--- src/rtl/adc_host_pkg.sv ---
package adc_host_pkg;

  typedef enum logic [2:0] {
    ST_IDLE,
    ST_PULSE,
    ST_SETUP,
    ST_HIGH,
    ST_LOW,
    ST_WAITB
  } host_st_t;

endpackage

--- src/rtl/adc_busy_sync.sv ---
module adc_busy_sync (
  input  logic clk,
  input  logic rst,
  input  logic busy_i,
  output logic busy_rise
);
  logic [2:0] sq;

  always_ff @(posedge clk) begin
    if (rst) begin
      sq        <= 3'b111;
      busy_rise <= 1'b0;
    end else begin
      sq        <= {sq[1:0], busy_i};
      busy_rise <= sq[1] & ~sq[2];
    end
  end
endmodule

--- src/rtl/adc_win_timer.sv ---
module adc_win_timer #(
  parameter int WIN_CYC = 2400,
  parameter int HI_CYC  = 10
) (
  input  logic clk,
  input  logic rst,
  input  logic restart,
  output logic room_ok,
  output logic win_open
);
  localparam int CW = $clog2(WIN_CYC + HI_CYC + 2);
  localparam logic [CW-1:0] WIN_V  = CW'(WIN_CYC);
  localparam logic [CW-1:0] NEED_V = CW'(HI_CYC + 1);

  logic [CW-1:0] cnt;

  always_ff @(posedge clk) begin
    if (rst) begin
      cnt <= WIN_V;
    end else if (restart) begin
      cnt <= '0;
    end else if (cnt < WIN_V) begin
      cnt <= cnt + 1'b1;
    end
  end

  // a high phase decided now ends strictly before the window opens
  assign room_ok  = (cnt + NEED_V) <= WIN_V;
  assign win_open = (cnt >= WIN_V);
endmodule

--- src/rtl/adc_rx_shift.sv ---
module adc_rx_shift #(
  parameter int DW = 12
) (
  input  logic          clk,
  input  logic          rst,
  input  logic          sample,
  input  logic          last,
  input  logic          sdata,
  output logic [DW-1:0] word,
  output logic          vld
);
  logic [DW-1:0] sh;

  always_ff @(posedge clk) begin
    if (rst) begin
      sh   <= '0;
      word <= '0;
      vld  <= 1'b0;
    end else begin
      vld <= 1'b0;
      if (sample) begin
        sh <= {sh[DW-2:0], sdata};
        if (last) begin
          word <= {sh[DW-2:0], sdata};
          vld  <= 1'b1;
        end
      end
    end
  end

  p_vld_pulse_r5: assert property (@(posedge clk) disable iff (rst)
    vld |=> !vld);
endmodule

--- src/rtl/adc_serial_host.sv ---
module adc_serial_host #(
  parameter int DATA_W    = 12,
  parameter int CONV_CYC  = 8,
  parameter int SETUP_CYC = 6,
  parameter int HI_CYC    = 10,
  parameter int LO_CYC    = 10,
  parameter int WIN_CYC   = 2400
) (
  input  logic              clk,
  input  logic              rst,
  input  logic              start_req,
  input  logic              busy_i,
  input  logic              sdata_i,
  output logic              cs_n_o,
  output logic              rc_o,
  output logic              dclk_o,
  output logic [DATA_W-1:0] word_o,
  output logic              word_vld_o
);
  import adc_host_pkg::*;

  localparam int MAXC = (CONV_CYC > SETUP_CYC ? CONV_CYC : SETUP_CYC) >
                        (HI_CYC > LO_CYC ? HI_CYC : LO_CYC) ?
                        (CONV_CYC > SETUP_CYC ? CONV_CYC : SETUP_CYC) :
                        (HI_CYC > LO_CYC ? HI_CYC : LO_CYC);
  localparam int PW = $clog2(MAXC + 1);
  localparam int BW = $clog2(DATA_W);
  localparam logic [PW-1:0] PC_CONV  = PW'(CONV_CYC - 1);
  localparam logic [PW-1:0] PC_SETUP = PW'(SETUP_CYC - 1);
  localparam logic [PW-1:0] PC_HI    = PW'(HI_CYC - 1);
  localparam logic [PW-1:0] PC_LO    = PW'(LO_CYC - 1);
  localparam logic [BW-1:0] BIT_LAST = BW'(DATA_W - 1);

  host_st_t      st, st_n;
  logic [PW-1:0] pcnt, pcnt_n;
  logic [BW-1:0] bit_idx, bit_n;
  logic          have_prev, have_n;
  logic          pend, pend_n;
  logic          post, post_n;
  logic          busy_done;
  logic          busy_rise, room_ok, win_open;
  logic          restart, sample, last;

  adc_busy_sync u_sync (
    .clk       (clk),
    .rst       (rst),
    .busy_i    (busy_i),
    .busy_rise (busy_rise)
  );

  adc_win_timer #(.WIN_CYC(WIN_CYC), .HI_CYC(HI_CYC)) u_win (
    .clk      (clk),
    .rst      (rst),
    .restart  (restart),
    .room_ok  (room_ok),
    .win_open (win_open)
  );

  adc_rx_shift #(.DW(DATA_W)) u_rx (
    .clk    (clk),
    .rst    (rst),
    .sample (sample),
    .last   (last),
    .sdata  (sdata_i),
    .word   (word_o),
    .vld    (word_vld_o)
  );

  always_comb begin
    st_n    = st;
    pcnt_n  = pcnt + 1'b1;
    bit_n   = bit_idx;
    have_n  = have_prev;
    pend_n  = pend;
    post_n  = post;
    restart = 1'b0;
    sample  = 1'b0;
    last    = 1'b0;
    unique case (st)
      ST_IDLE: begin
        pcnt_n = '0;
        if (start_req) begin
          st_n    = ST_PULSE;
          restart = 1'b1;
        end
      end
      ST_PULSE: begin
        if (pcnt == PC_CONV) begin
          st_n   = ST_SETUP;
          pcnt_n = '0;
        end
      end
      ST_SETUP: begin
        if (pcnt == PC_SETUP) begin
          pcnt_n = '0;
          bit_n  = '0;
          post_n = 1'b0;
          if (!have_prev) begin
            st_n   = ST_WAITB;
            pend_n = 1'b0;
          end else if (room_ok) begin
            st_n = ST_HIGH;
          end else begin
            st_n   = ST_WAITB;
            pend_n = 1'b1;
          end
        end
      end
      ST_HIGH: begin
        if (pcnt == PC_HI) begin
          sample = 1'b1;
          last   = (bit_idx == BIT_LAST);
          st_n   = ST_LOW;
          pcnt_n = '0;
        end
      end
      ST_LOW: begin
        if (pcnt == PC_LO) begin
          pcnt_n = '0;
          if (bit_idx == BIT_LAST) begin
            if (post) begin
              st_n   = ST_IDLE;
              have_n = 1'b0;
            end else begin
              st_n   = ST_WAITB;
              pend_n = 1'b0;
            end
          end else begin
            bit_n = bit_idx + 1'b1;
            if (post || room_ok) begin
              st_n = ST_HIGH;
            end else begin
              st_n   = ST_WAITB;
              pend_n = 1'b1;
            end
          end
        end
      end
      ST_WAITB: begin
        pcnt_n = '0;
        if (busy_done) begin
          if (pend) begin
            st_n   = ST_HIGH;
            post_n = 1'b1;
            bit_n  = '0;
          end else begin
            st_n   = ST_IDLE;
            have_n = 1'b1;
          end
        end
      end
      default: st_n = ST_IDLE;
    endcase
  end

  always_ff @(posedge clk) begin
    if (rst) begin
      st        <= ST_IDLE;
      pcnt      <= '0;
      bit_idx   <= '0;
      have_prev <= 1'b0;
      pend      <= 1'b0;
      post      <= 1'b0;
      busy_done <= 1'b0;
      cs_n_o    <= 1'b1;
      rc_o      <= 1'b1;
      dclk_o    <= 1'b0;
    end else begin
      st        <= st_n;
      pcnt      <= pcnt_n;
      bit_idx   <= bit_n;
      have_prev <= have_n;
      pend      <= pend_n;
      post      <= post_n;
      if (restart)        busy_done <= 1'b0;
      else if (busy_rise) busy_done <= 1'b1;
      cs_n_o    <= (st_n == ST_IDLE);
      rc_o      <= (st_n != ST_PULSE);
      dclk_o    <= (st_n == ST_HIGH);
    end
  end

  p_pulse_sel_r2: assert property (@(posedge clk) disable iff (rst)
    !rc_o |-> !cs_n_o);

  p_out_mode_r3: assert property (@(posedge clk) disable iff (rst)
    dclk_o |-> (rc_o && !cs_n_o));

  // holds for SETUP_CYC of 4 or more
  p_setup_r3: assert property (@(posedge clk) disable iff (rst)
    $rose(dclk_o) |-> ($past(rc_o, 1) && $past(rc_o, 4)));

  p_window_r7: assert property (@(posedge clk) disable iff (rst)
    (win_open && !busy_done && !cs_n_o) |-> !dclk_o);
endmodule

--- config.mk ---
export PLATFORM = sky130hd
export DESIGN_NAME = adc_serial_host
export DESIGN_NICKNAME = d
export VERILOG_FILES = /design/src/rtl/adc_host_pkg.sv /design/src/rtl/adc_busy_sync.sv /design/src/rtl/adc_win_timer.sv /design/src/rtl/adc_rx_shift.sv /design/src/rtl/adc_serial_host.sv
export SDC_FILE = /design/constraint.sdc
export NUM_CORES = 1
export LEC_CHECK = 0
export BUFFER_PORTS_ARGS = -buffer_cell sky130_fd_sc_hd__buf_2
export CAP_MARGIN = 30
export CORE_ASPECT_RATIO = 1.2
export CORE_MARGIN = 5
export CORE_UTILIZATION = 60
export CTS_CLUSTER_SIZE = 24
export DETAILED_ROUTE_END_ITERATION = 12
export HOLD_SLACK_MARGIN = 0.02
export PLACE_DENSITY = 0.79
export SLEW_MARGIN = 20
export SYNTH_ARGS = -nofsm -noshare
export SYNTH_HDL_FRONTEND = slang
export SYNTH_HIERARCHICAL = 1
export SYNTH_SLANG_ARGS = --single-unit
--- constraint.sdc ---
create_clock -name clk -period 2.9 [get_ports clk]
set_clock_uncertainty 0.2 [all_clocks]
set_input_delay 0.87 -clock clk [delete_from_list [all_inputs] [get_ports clk]]
set_output_delay 0.87 -clock clk [all_outputs]
set_load 0.05 [all_outputs]
==> results_dict.tcl <==
set metrics [dict create \
    initial_core_util_pct 62.0 \
    slowest_delay_ns 0.49 \
    startpoint_type "flip-flop" \
    fin_tns_setup_ns 0 \
    area_growth_pct 10.8 \
    r2r_cells 12 \
    clk_pin_slew_ns 0.06 \
    boundaryPins 21 \
    routed_wl_microns 6430 \
    tightest_slew_ns 0.544 \
    clock_sinks 58 \
    relSlewSlack_pct 63.4 \
    crit_buf_inv 2 \
    end_kind "flip-flop" \
    antenna_found_initial 0 \
    cp_num_cells 12 \
    diodes 0 \
    r2r-start "u_win/cnt[0]$_SDFFE_PP0N_" \
    synth.avg_cell_area_sq_um 9.00 \
    die-height_microns 88.2 \
    grt_pass1_wl_microns 11100 \
    grt_usage_pct 21.5 \
    dpl.hpwl_microns 4300 \
    p_per_area_mw_per_mm2 509 \
    die_w_microns 75.2 \
    ctsHoldBuffers 0 \
    reg2reg_to "pend$_SDFFE_PP0P_" \
    crit_family "simple AND/OR/NAND/NOR gates" \
    worst-endpoint-required_ns 2.90 \
    cts_root_buf "clkbuf_8" \
    die_area_sq_mm 0.00663 \
    finalHoldViolCount 0 \
    final_nets 371 \
    drive_gt1_share_pct 22.5 \
    status "finished, final reports clean" \
    grt_pass1_vias 2419 \
    crit_chain "inv_1 > ha_2 > nor2b_4 > nor2_2 > or4_1 > nand3_1 > a222oi_1 > buf_4 > a211o_1 > o21ai_2 > mux2i_1 > nor2_1" \
    p_leak_nw 1.22 \
    cts_buffers 9 \
    drc 0 \
    routed-via-count 2497 \
    power_mw 1.72 \
    syn_nets 351 \
    viasPerCell 5.89 \
    ir_drop_uv 408 \
    insertion_delay_ns 0.32 \
    ant_nets 0 \
    crit_path_max_fanout 6 \
    cts_tree "done" \
    portBuffers 20 \
    setup_ws_ns 0.187 \
    fp-row-count 28 \
    ff2ff_setup_slack_ns 0.19 \
    post_drt_wl_per_cell_microns 15.2 \
    fin_crit_sh_pct 93.5 \
    grt_max_degree 37 \
    whs_ns 0.196 \
    fmax_mhz 369 \
    startpoint "u_win/cnt[0]$_SDFFE_PP0N_" \
    pre_cts_ws_ns -0.00908 \
    period_needed_ns 2.71 \
    netlist_instances 340 \
    netlist_area_sq_mm 0.00306 \
    cts.htree.levels 3 \
    critPathArrivalTime_ns 2.71 \
    core_sq_mm 0.00494 \
    drt_iter0_drc 226 \
    ys_warn_count 6 \
    crit_slowest_cell "or4_1" \
    globalplace.congestion 0.913 \
    globalRouteOverflowTotal 0 \
    drv_slew 0 \
    drv_cap 0 \
    cts_max_path_buffers 2 \
    min_path_type "flip-flop to flip-flop" \
    crit_end "pend$_SDFFE_PP0P_" \
    setup_violations 0 \
    path_class "flip-flop to flip-flop" \
    first_pass_iters 4 \
]
[placed cells by master (no fill, tap or decap), types with 3 or more instances in the layout]
| cell | count |
|---|---|
| a211oi_1 | 6 |
| a21bo_1 | 7 |
| a21bo_2 | 5 |
| a21oi_1 | 21 |
| a21oi_2 | 8 |
| buf_2 | 20 |
| buf_4 | 13 |
| clkbuf_8 | 12 |
| dfxtp_1 | 56 |
| ha_1 | 5 |
| inv_1 | 11 |
| mux2i_1 | 14 |
| nand2_1 | 22 |
| nand2b_1 | 3 |
| nand3_1 | 23 |
| nand3b_1 | 4 |
| nand4_1 | 6 |
| nor2_1 | 35 |
| nor3_1 | 5 |
| o21ai_0 | 9 |
| o21bai_1 | 4 |
| or2_1 | 3 |
| xnor2_1 | 13 |
[through the flow]
stage	std cells	cell area, sq um	utilization (%)
after global placement	408	3150	63.7
after global routing	424	3390	68.6
final	424	3390	68.6
after CTS	423	3350	67.9
after floorplan	340	3060	-
after detailed placement	408	3150	63.7
[how the worst min path moves through the flow]
stage	from	to	depth (start not counted)
after floorplan	u_sync/sq[2]$_SDFF_PP1_	u_sync/busy_rise$_SDFF_PP0_	1
after global placement	u_sync/sq[2]$_SDFF_PP1_	u_sync/busy_rise$_SDFF_PP0_	1
after detailed placement	u_sync/sq[2]$_SDFF_PP1_	u_sync/busy_rise$_SDFF_PP0_	1
after CTS	u_sync/sq[2]$_SDFF_PP1_	u_sync/busy_rise$_SDFF_PP0_	1
after global routing	u_sync/sq[2]$_SDFF_PP1_	u_sync/busy_rise$_SDFF_PP0_	1
final	u_sync/sq[2]$_SDFF_PP1_	u_sync/busy_rise$_SDFF_PP0_	1
[state kept, by name, indices dropped and copies added, names as in the netlist, 3 cells and up]
signal / cells
pcnt: 4
u_rx/word: 12
u_rx/sh: 11
u_win/cnt: 12
bit_idx: 4
u_sync/sq: 3
st: 3
[per-layer routing]
layer  up-vias  share of wire (%)  global-route usage [%]
met3        12                4.3                    6.02
met1      1175                 44                    27.8
met2        69                 49                    34.1
li1       1241                  -                       -
met5         -                  0                       0
met4         0                2.1                    8.27
[where the power goes]
group          switching (mW)  total [mW]  internal (mW)
registers              0.0179       0.831          0.813
clock network           0.298       0.759          0.461
logic                  0.0848       0.135         0.0505
total                   0.400        1.72           1.32
[cell type report]
cell class | instances | area [sq um]
clock buffer | 13 | 169
clock inverter | 2 | 35.0
fill | 402 | 1550
inverter | 11 | 41.3
multi-input combinational | 247 | 1710
sequential | 58 | 1160
tap | 60 | 75.1
timing repair buffer | 33 | 198
[timing repair]
| action | 4_1_cts | 5_1_grt |
|---|---|---|
| setup endpoints to repair | 2 | 6 |
| pin swaps | 0 | 3 |
| setup buffers | 0 | 1 |
| gates resized for setup | 1 | 9 |
(Power assumes the default switching activity.)
